$ cat config.mk
export PLATFORM = sky130hd
export DESIGN_NAME = me_log_search
export DESIGN_NICKNAME = d
export VERILOG_FILES = /design/src/rtl/me_pkg.sv /design/src/rtl/me_cur_store.sv /design/src/rtl/me_sad_acc.sv /design/src/rtl/me_cand_gen.sv /design/src/rtl/me_log_search.sv
export SDC_FILE = /design/constraint.sdc
export NUM_CORES = 2
export LEC_CHECK = 0
export ABC_AREA = 1
export BUFFER_PORTS_ARGS = -buffer_cell sky130_fd_sc_hd__buf_2
export CAP_MARGIN = 0
export CORE_MARGIN = 2
export CORE_UTILIZATION = 46
export CTS_CLUSTER_DIAMETER = 30
export DETAILED_ROUTE_END_ITERATION = 12
export GPL_ROUTABILITY_DRIVEN = 0
export GPL_TIMING_DRIVEN = 1
export PLACE_DENSITY = 0.71
export SLEW_MARGIN = 40
export SYNTH_ARGS = -nofsm -noshare
export SYNTH_HDL_FRONTEND = slang
export SYNTH_SLANG_ARGS = --single-unit
$ cat constraint.sdc
create_clock -name clk -period 15.59 [get_ports clk]
set_input_delay 1.559 -clock clk [delete_from_list [all_inputs] [get_ports clk]]
set_output_delay 1.559 -clock clk [all_outputs]
set_load 0.1 [all_outputs]
$ cat src/rtl/me_pkg.sv
package me_pkg;

    typedef enum logic [3:0] {
        S_IDLE,
        S_LOAD,
        S_LDRAIN,
        S_CAND,
        S_READ,
        S_DRAIN,
        S_CMP,
        S_ADV,
        S_REFEND,
        S_DONE
    } me_state_t;

    localparam logic [1:0] SEL_CUR  = 2'd0;
    localparam logic [1:0] SEL_REF0 = 2'd1;

    localparam int LANES  = 4;
    localparam int PIXW   = 8;
    localparam int NEIGHB = 8;

endpackage

$ cat src/rtl/me_cur_store.sv
module me_cur_store #(
    parameter int DEPTH = 64,
    parameter int DW    = 32,
    localparam int AW   = $clog2(DEPTH)
) (
    input  logic          clk,
    input  logic          we,
    input  logic [AW-1:0] waddr,
    input  logic [DW-1:0] wdata,
    input  logic [AW-1:0] raddr,
    output logic [DW-1:0] rdata
);
    logic [DW-1:0] mem [DEPTH];

    always_ff @(posedge clk) begin
        if (we) begin
            mem[waddr] <= wdata;
        end
    end

    assign rdata = mem[raddr];
endmodule

$ cat src/rtl/me_sad_acc.sv
module me_sad_acc import me_pkg::*; #(
    parameter int SADW = 16
) (
    input  logic                  clk,
    input  logic                  rst_n,
    input  logic                  clr,
    input  logic                  vld,
    input  logic [LANES*PIXW-1:0] cur_w,
    input  logic [LANES*PIXW-1:0] ref_w,
    output logic [SADW-1:0]       acc
);
    localparam int SUMW = PIXW + $clog2(LANES);

    logic [PIXW-1:0] diff [LANES];
    logic [SUMW-1:0] word_sum;

    for (genvar g = 0; g < LANES; g++) begin : g_lane
        logic [PIXW-1:0] a, b;
        assign a = cur_w[g*PIXW +: PIXW];
        assign b = ref_w[g*PIXW +: PIXW];
        assign diff[g] = (a > b) ? (a - b) : (b - a);
    end

    always_comb begin
        word_sum = '0;
        for (int i = 0; i < LANES; i++) begin
            word_sum = word_sum + SUMW'(diff[i]);
        end
    end

    always_ff @(posedge clk) begin
        if (!rst_n || clr) begin
            acc <= '0;
        end else if (vld) begin
            acc <= acc + SADW'(word_sum);
        end
    end
endmodule

$ cat src/rtl/me_cand_gen.sv
module me_cand_gen #(
    parameter int MVW = 7,
    parameter int SW  = 5,
    parameter int HR  = 8
) (
    input  logic signed [MVW-1:0] ctr_x,
    input  logic signed [MVW-1:0] ctr_y,
    input  logic        [SW-1:0]  step,
    input  logic        [3:0]     cidx,
    output logic signed [MVW-1:0] cand_x,
    output logic signed [MVW-1:0] cand_y,
    output logic                  inwin
);
    int pos, dx, dy, cx, cy;

    always_comb begin
        if (cidx == 4'd0) begin
            pos = 4;
        end else if (cidx <= 4'd4) begin
            pos = int'(cidx) - 1;
        end else begin
            pos = int'(cidx);
        end
        dx = (pos % 3) - 1;
        dy = (pos / 3) - 1;
        cx = int'(ctr_x) + dx * int'(step);
        cy = int'(ctr_y) + dy * int'(step);
        cand_x = MVW'(cx);
        cand_y = MVW'(cy);
        inwin = (cx >= -HR) && (cx <= HR) && (cy >= -HR) && (cy <= HR);
    end
endmodule

$ cat src/rtl/me_log_search.sv
module me_log_search import me_pkg::*; #(
    parameter int  BLK  = 16,
    parameter int  HR   = 8,
    localparam int W    = BLK + 2*HR,
    localparam int CW   = $clog2(W),
    localparam int MVW  = CW + 2,
    localparam int SADW = $clog2(255*BLK*BLK + 1)
) (
    input  logic                  clk,
    input  logic                  rst_n,
    input  logic                  start,
    output logic                  rd_en,
    output logic [1:0]            rd_sel,
    output logic [CW-1:0]         rd_x,
    output logic [CW-1:0]         rd_y,
    input  logic [31:0]           rd_data,
    output logic                  done,
    output logic signed [MVW-1:0] mv_x,
    output logic signed [MVW-1:0] mv_y,
    output logic                  ref_idx,
    output logic [SADW-1:0]       sad
);
    localparam int NW    = BLK*BLK/LANES;
    localparam int CNTW  = $clog2(NW);
    localparam int WPR   = BLK/LANES;
    localparam int STEP0 = W/4;

    me_state_t state, nxt;

    logic [CNTW-1:0]       cnt, didx;
    logic                  dvld_ld, dvld_sad;
    logic                  ref_i;
    logic [CW-1:0]         step;
    logic [3:0]            cidx;
    logic signed [MVW-1:0] ctr_x, ctr_y;
    logic signed [MVW-1:0] cand_x, cand_y;
    logic                  inwin;
    logic [SADW-1:0]       rb_sad;
    logic signed [MVW-1:0] rb_x, rb_y;
    logic [SADW-1:0]       acc;
    logic [31:0]           cur_w;
    logic                  sad_clr;

    me_cand_gen #(.MVW(MVW), .SW(CW), .HR(HR)) u_cand (
        .ctr_x(ctr_x), .ctr_y(ctr_y), .step(step), .cidx(cidx),
        .cand_x(cand_x), .cand_y(cand_y), .inwin(inwin)
    );

    me_cur_store #(.DEPTH(NW), .DW(32)) u_store (
        .clk(clk), .we(dvld_ld), .waddr(didx), .wdata(rd_data),
        .raddr(didx), .rdata(cur_w)
    );

    me_sad_acc #(.SADW(SADW)) u_sad (
        .clk(clk), .rst_n(rst_n), .clr(sad_clr), .vld(dvld_sad),
        .cur_w(cur_w), .ref_w(rd_data), .acc(acc)
    );

    // state register
    always_ff @(posedge clk) begin
        if (!rst_n) begin
            state <= S_IDLE;
        end else begin
            state <= nxt;
        end
    end

    // transitions
    always_comb begin
        nxt = state;
        unique case (state)
            S_IDLE:   if (start) nxt = S_LOAD;
            S_LOAD:   if (cnt == CNTW'(NW-1)) nxt = S_LDRAIN;
            S_LDRAIN: nxt = S_CAND;
            S_CAND:   nxt = inwin ? S_READ : S_ADV;
            S_READ:   if (cnt == CNTW'(NW-1)) nxt = S_DRAIN;
            S_DRAIN:  nxt = S_CMP;
            S_CMP:    nxt = S_ADV;
            S_ADV:    nxt = (cidx == 4'(NEIGHB) && step == CW'(1)) ? S_REFEND : S_CAND;
            S_REFEND: nxt = ref_i ? S_DONE : S_CAND;
            S_DONE:   nxt = S_IDLE;
            default:  nxt = S_IDLE;
        endcase
    end

    // outputs decoded from state
    always_comb begin
        int ci, ri;
        ci = int'(cnt) % WPR;
        ri = int'(cnt) / WPR;
        rd_en   = 1'b0;
        rd_sel  = SEL_CUR;
        rd_x    = '0;
        rd_y    = '0;
        done    = 1'b0;
        sad_clr = 1'b0;
        unique case (state)
            S_LOAD: begin
                rd_en = 1'b1;
                rd_x  = CW'(ci*LANES);
                rd_y  = CW'(ri);
            end
            S_READ: begin
                rd_en  = 1'b1;
                rd_sel = SEL_REF0 + 2'(ref_i);
                rd_x   = CW'(HR + int'(cand_x) + ci*LANES);
                rd_y   = CW'(HR + int'(cand_y) + ri);
            end
            S_CAND: sad_clr = 1'b1;
            S_DONE: done    = 1'b1;
            default: ;
        endcase
    end

    // datapath
    always_ff @(posedge clk) begin
        if (!rst_n) begin
            cnt      <= '0;
            didx     <= '0;
            dvld_ld  <= 1'b0;
            dvld_sad <= 1'b0;
            ref_i    <= 1'b0;
            step     <= CW'(STEP0);
            cidx     <= '0;
            ctr_x    <= '0;
            ctr_y    <= '0;
            rb_sad   <= '1;
            rb_x     <= '0;
            rb_y     <= '0;
            mv_x     <= '0;
            mv_y     <= '0;
            ref_idx  <= 1'b0;
            sad      <= '0;
        end else begin
            dvld_ld  <= (state == S_LOAD);
            dvld_sad <= (state == S_READ);
            didx     <= cnt;
            unique case (state)
                S_IDLE: cnt <= '0;
                S_LOAD, S_READ: cnt <= cnt + 1'b1;
                S_LDRAIN: begin
                    ref_i  <= 1'b0;
                    ctr_x  <= '0;
                    ctr_y  <= '0;
                    step   <= CW'(STEP0);
                    cidx   <= '0;
                    rb_sad <= '1;
                end
                S_CAND: cnt <= '0;
                S_CMP: begin
                    if (acc < rb_sad) begin
                        rb_sad <= acc;
                        rb_x   <= cand_x;
                        rb_y   <= cand_y;
                    end
                end
                S_ADV: begin
                    if (cidx == 4'(NEIGHB)) begin
                        ctr_x <= rb_x;
                        ctr_y <= rb_y;
                        step  <= step >> 1;
                        cidx  <= 4'd1;
                    end else begin
                        cidx <= cidx + 4'd1;
                    end
                end
                S_REFEND: begin
                    if (!ref_i || rb_sad < sad) begin
                        mv_x    <= rb_x;
                        mv_y    <= rb_y;
                        ref_idx <= ref_i;
                        sad     <= rb_sad;
                    end
                    ref_i  <= 1'b1;
                    ctr_x  <= '0;
                    ctr_y  <= '0;
                    step   <= CW'(STEP0);
                    cidx   <= '0;
                    rb_sad <= '1;
                end
                default: ;
            endcase
        end
    end
endmodule

# Word-level counts from Yosys, hierarchy flattened
# Memory sizes are Yosys's and may differ from the RTL's. A register that Yosys moved wholly into a read port is not among the register bits.
# Index checks and enable logic that the tools add are counted.
totals:
  reg_bits: 119
  inputBits: 35
  mem_count: 1
  out_inout_bits: 45
  elab_cells: 131
  ram_bits: 2048
op_classes:
  n_mul: 2
  order_cmp: 11
  div: 2
  n_reduce_logical: 22
  eq_ne: 17
  n_addsub: 24
  mux: 34
mem_list:
  columns: ["name", "depth", "word_bits", "read_ports", "rd_ports_with_merged_regs", "write_ports", "line_no", "source"]
  rows:
  - ["u_store.mem", 64, 32, 1, 1, 1, "me_cur_store.sv:13", "logic [DW-1:0] mem [DEPTH];"]
op_table:
  columns: ["operator", "n"]
  rows:
  - ["7-bit by 32-bit adder with 32-bit output", 2]
  - ["32-bit by 4-bit greater-or-equal comparator with 1-bit output (second input constant)", 2]
  - ["32-bit by 5-bit <= comparator with 1-bit output (second input constant)", 2]
  - ["32-bit by 6-bit multiplier with 32-bit output", 2]
  - ["32-bit two-way mux", 2]
  - ["32-bit by 2-bit subtractor with 32-bit output (second input constant)", 2]
  - ["8-bit subtractor", 8]
  - ["4-bit case mux with 9 select lines", 1]
  - ["32-bit by 3-bit divider with 32-bit output (second input constant)", 1]
  - ["8-bit greater-than comparator", 4]
  - ["16-bit < comparator", 2]
  - ["32-bit by 3-bit remainder unit with 32-bit output (second input constant)", 1]
  - ["8-bit two-way mux", 4]
  - ["16-bit case mux with 2 select lines", 1]
  - ["5-bit case mux with 2 select lines", 3]
  - ["7-bit case mux with 2 select lines", 2]
  - ["4-bit two-way mux", 6]
  - ["10-bit by 8-bit adder with 10-bit output", 2]
  - ["16-bit by 10-bit adder with 16-bit output", 1]
  - ["4-bit by 3-bit == test with 1-bit output (second input constant)", 4]
  - ["16-bit two-way mux", 1]
  - ["7-bit two-way mux", 2]
  - ["4-bit == test (second input constant)", 3]
  - ["6-bit case mux with 2 select lines", 1]
  - ["other kinds (27)", 53]

# Longest topological paths before layout
depth:
  depth_word: 13
  ltp_mapped: 68
  mapped_depth_nobuf: 67

# By module
# From an unflattened synthesis, not the netlist that was laid out.
hier_totals:
  cells_unflattened: 9934
  hier_area_um2: 104536.5
by_module_without_submodules:
  columns: ["mod", "area_per_inst_um2", "cells_each", "seq_area_each_um2", "instances"]
  rows:
  - ["me_cur_store", 82097.5, 6737, 61499.0, 1]
  - ["me_cand_gen", 12136.6, 1674, 0.0, 1]
  - ["me_log_search", 5280.1, 710, 2042.0, 1]
  - ["me_sad_acc", 5022.3, 813, 320.3, 1]

# Least setup slack after synthesis
# No wires, ideal clock.
synth_path:
  path_type: "register to output"
  from: "reg cidx[0]"
  to: "out rd_y[3]"
  slack_ps: 4597
  required_ps: 14031
  path_buffers: 1
  path_stages_with_launch: 46
  arrival_time_ps: 9434
  path_cell_list: "dfxtp_1 inv_1 ha_1 nand2_1 nand2_1 o21ai_2 ha_1 nand3b_1 nand2_1 nor2_4 ha_1 ha_1 nor2_2 nand2_2 buf_6 nand2_1 nand2_1 inv_1 [10 not listed] ha_1 nand2_1 fa_1 inv_1 ha_1 ha_1 inv_1 fa_1 inv_1 ha_1 xnor2_1 inv_1 ha_1 inv_1 ha_1 nand2_1 inv_1 o32ai_1"
synth_between:
  elab_chain_cells: 10
  elab_cells_between_ends: 12
  classes_between: "5 x add/sub; 1 x mul; 1 x div; 1 x order compare; 3 x mux; 1 x reduce/logical"
synth_rtl:
  columns: ["element", "line_no", "source"]
  rows:
  - ["from (decl)", "me_log_search.sv:34", "logic [3:0] cidx;"]
  - ["from (signal assigned)", "me_log_search.sv:164", "cidx <= cidx + 4'd1;"]
  - ["4-bit by 1-bit subtractor with 5-bit output / 4-bit by 3-bit <= comparator with 1-bit output (equally long branches)", "me_cand_gen.sv:20, me_cand_gen.sv:19", null]
  - ["32-bit two-way mux", "me_cand_gen.sv:19", "end else if (cidx <= 4'd4) begin"]
  - ["32-bit two-way mux (*)", "me_cand_gen.sv:17", "if (cidx == 4'd0) begin"]
  - ["32-bit by 3-bit divider with 32-bit output (*)", "me_cand_gen.sv:25", "dy = (pos / 3) - 1;"]
  - ["32-bit by 2-bit subtractor with 32-bit output (*)", "me_cand_gen.sv:25", null]
  - ["32-bit by 6-bit multiplier with 32-bit output (*)", "me_cand_gen.sv:27", "cy = int'(ctr_y) + dy * int'(step);"]
  - ["7-bit by 32-bit adder with 32-bit output (*)", "me_cand_gen.sv:27", null]
  - ["5-bit adder (*) (2 in series)", "me_log_search.sv:107", "rd_y = CW'(HR + int'(cand_y) + ri);"]
  - ["5-bit case mux with 2 select lines (*)", "me_log_search.sv:97", "unique case (state)"]
  - ["to (decl)", "me_log_search.sv:15", "output logic [CW-1:0] rd_y,"]
# Mark *: on every way between the ends. The rest lies on a longest branch, timed or not.

# Worst setup path after layout
layout_path:
  from: "reg cidx[0]"
  to: "reg state[1]"
layout_between:
  elab_chain_cells: 13
  elab_cells_between_ends: 25
  classes_between: "5 x add/sub; 2 x mul; 2 x div; 5 x order compare; 1 x eq/ne; 5 x mux; 5 x reduce/logical"
layout_rtl:
  columns: ["element", "line_no", "source"]
  rows:
  - ["4-bit by 1-bit subtractor with 5-bit output / 4-bit by 3-bit <= comparator with 1-bit output (equally long branches)", "me_cand_gen.sv:20, me_cand_gen.sv:19", null]
  - ["32-bit two-way mux", "me_cand_gen.sv:19", null]
  - ["32-bit two-way mux", "me_cand_gen.sv:17", null]
  - ["32-bit by 3-bit remainder unit with 32-bit output", "me_cand_gen.sv:24", "dx = (pos % 3) - 1;"]
  - ["32-bit by 2-bit subtractor with 32-bit output", "me_cand_gen.sv:24", null]
  - ["32-bit by 6-bit multiplier with 32-bit output", "me_cand_gen.sv:26", "cx = int'(ctr_x) + dx * int'(step);"]
  - ["7-bit by 32-bit adder with 32-bit output", "me_cand_gen.sv:26", null]
  - ["32-bit by 4-bit greater-or-equal comparator with 1-bit output / 32-bit by 5-bit <= comparator with 1-bit output (equally long branches)", "me_cand_gen.sv:30", "inwin = (cx >= -HR) && (cx <= HR) && (cy >= -HR) && (cy <= HR);"]
  - ["1-bit logical AND (3 in series)", "me_cand_gen.sv:30", null]
  - ["2-bit two-way mux", "me_log_search.sv:75", "S_CAND: nxt = inwin ? S_READ : S_ADV;"]
  - ["4-bit case mux with 9 select lines (*)", "me_log_search.sv:71", "unique case (state)"]
  - ["to (signal assigned)", "me_log_search.sv:64", "state <= nxt;"]
  - ["to (decl)", "me_log_search.sv:28", "me_state_t state, nxt;"]
# Marks and branches as above.
# A chain may end at the register's enable or synchronous reset.

==> results by group <==
Timing
  – Worst Clk Skew: around 140 ps
  – FMAX: approximately 86 MHz
  – Worst Hold Slack: 464 ps
  – Setup TNS: 0 ps
  – Count of final hold-check violations: 0
  – Worst-Margin Slew: ~850 ps
  – Slew headroom: 0.426
  – Slew Viols, Final: 0
  – Final setup violation count: 0
  – Final min period: between 10000 and 15000 ps
  – Final cycle utilization of the critical path: 0.746
  – RSZ-0062 raised after global routing: false

CTS
  – Clock Tree Buf Depth: 4
  – Clock transition at the registers of the reported paths: roughly 40 ps
  – TritonCTS sink count: between 2k and 2.5k
  – Root buffer cell: clkbuf_16
  – TritonCTS clock tree: built
  – Hold buffers post-CTS: 0
  – Clock Latency Late Sink: approximately 970 ps
  – CTS Buf Count: 375
  – H-tree depth: 5
  – CTS resizes: 0
  – Postcts setup bufs: 0

Setup path
  – Crit-path most repeated cell: nand2_1
  – Worst setup EP type: register
  – CP max stage cell: nor2_1
  – Worst Path Arrival: 12380 ps
  – Critical Path Fanout Max: 20
  – Crit Path Class: reg2reg
  – Critical Path RT: about 16000 ps
  – Startpoint types: register
  – Worst path max stage delay: roughly 600 ps

Die
  – CORE AREA: around 200000 µm²
  – Starting Density: 0.464
  – Die Wd: about 460 µm
  – Num ports: 80
  – Floorplan row count: 165
  – Die Ht: 456 µm
  – Die footprint: 208000 µm²

Synthesis
  – Largest cells by area after synthesis: edfxtp_1 66%, nand2_1 4.1%, fa_1 4.1%
  – Ys async rst share: 0
  – Xor/xnor share of the synthesized area: 0.0111
  – EDFF count, synth: between 2k and 2.5k
  – Synth Area in Adders: 0.0764
  – Predominant post-synthesis flop cell: edfxtp_1
  – Yosys top cell area share: 0.656
  – Mean post-synth cell area: about 14 µm²
  – Syn_nets: between 7k and 8k
  – Synth Area in Simple Gates: 0.0853
  – Top cells by count, synth: 2048 x edfxtp_1, 1019 x nand2_1, 684 x inv_1
  – Most frequent cell after synthesis: edfxtp_1
  – Mapped Area: ~94000 µm²
  – Yosys top cell by area: edfxtp_1
  – Synth warn: 0
  – Synthesized flop and latch total: roughly 2.2k
  – Yosys cell types: 64
  – Mux contribution to synthesized area: 0.000747
  – Synth Area in Compound Gates: 0.105
  – Sequential area share after synthesis: 0.681
  – Syn Inst Count: ~7k
  – Largest family of logic cells by synthesized area: compound AO/OA/AOI/OAI gates

Global routing
  – Initial antenna violation count: 19
  – Total GRT Usage: 0.253
  – Vias in the first global route: roughly 62k
  – GRT overflow: 0
  – Largest net degree at the start of global routing: a little over 100
  – First-pass GRT wire length: approximately 390000 µm

Cells and area
  – Final Util: 0.549
  – Reg area: approximately 64000 µm²
  – Share of post-route cells with drive strength above 1: 0.132
  – Final Cell Area: 111000 µm²
  – Layout fillers: around 16k
  – Area Overhead vs Synth: 18.4%
  – Multi-input gate area: ~27000 µm²
  – Total Nets Final: between 7k and 8k

Power
  – Leak: between 40 and 50 nW
  – Pwr/cell area: ~170 nW/µm²
  – Power Total: 18.9 mW
  – Max VDD drop: 487 µV

Routing
  – Residual DRC: 0
  – Drt total wl: around 270000 µm
  – DRT iter0 DRCs: 8606
  – Total iterations of the first detailed-routing run: 6
  – Via density: between 6 and 7
  – Post-DRT Antenna Nets: 0
  – Per-cell routed wire length: 26.3 µm
  – Vias post-DR: between 60k and 70k

Placed design
  – PortBufs: 79
  – DP Area: 98400 µm²
  – DP HPWL: ~150000 µm

Min path
  – Worst hold path class: reg2reg

Outcome
  – Status: complete, no violations

Job
  – Max Cap Viol: 0
stage by stage:
| step | worst slack (ps) | instances |
|---|---|---|
| finish | 3960 | 10200 |
| global route | 3150 | 10200 |
| CTS | 4080 | 10200 |
| detailed placement | 4160 | 9531 |
| global placement | 4500 | 9528 |
| floorplan | 4600 | 6919 |
final timing paths:
path,from,to,slack (ps),depth (start not counted)
worst min-delay path,rb_y[6],ctr_y[6],460,2
worst min register to register,rb_y[6],ctr_y[6],460,2
worst max-delay path,cidx[0],state[1],3960,59
worst max register to register,cidx[0],state[1],3960,59
where the power goes:
part	switching (mW)	internal, mW
Clock	2.79	5.40
Sequential	0.0393	6.42
Combinational	2.92	1.30
kinds of logic after synthesis:
kind of cell / count (synthesis)
fa+ha+maj: 459
xor+xnor: 118
mux: 7
simple gates: 1815
compound gates: 1347
buf+inv: 1007
flops: 2166
layout by cell type (no fill, tap or decap), drive strengths merged, types with 111 or more instances in the layout:
master and n:
fa 190, edfxtp 2048, ha 269, a22o 294
a21oi 237, o21ai 157, clkbuf 427, inv 719
dfxtp 118, a221oi 240, nand4 245, a22oi 324
buf 246, nand2 1041, nand3 111, nor2 317
clkinv 131
sequential cells by signal (all words and copies together), names as in the netlist, 6 cells and up:
name / flops
u_store.mem: 2048
rb_x: 7
sad: 16
didx: 6
rb_sad: 16
mv_x: 7
ctr_x: 7
u_sad.acc: 16
ctr_y: 7
cnt: 6
mv_y: 7
rb_y: 7
area by class of cell:
type	instances	share of cell area
clock inverter	243	0.0265
clock buffer	427	0.0874
antenna	3	0.0000676
timing repair buffer	246	0.0165
inverter	701	0.0237
multi-input combinational	3746	0.241
sequential	2166	0.575
tap	2672	0.0301
critical path, delay by kind of cell (launching register included):
| kind | cells | cell delay [ps] |
|---|---|---|
| XOR/XNOR | 1 | 260 |
| AO/OA/AOI/OAI | 10 | 2150 |
| buffers and inverters | 10 | 980 |
| flip-flops | 1 | 360 |
| adder cells (fa/ha/maj) | 13 | 3930 |
| AND/OR/NAND/NOR | 25 | 3790 |
metal layers:
layer / up-vias / GRT usage / share of wire
li1: 26500 / - / -
met1: 30600 / 0.332 / 0.38
met2: 3957 / 0.408 / 0.47
met3: 731 / 0.0589 / 0.11
met4: 6 / 0.101 / 0.041
met5: - / 0 / 0.00015
(Power assumes the default switching activity.)
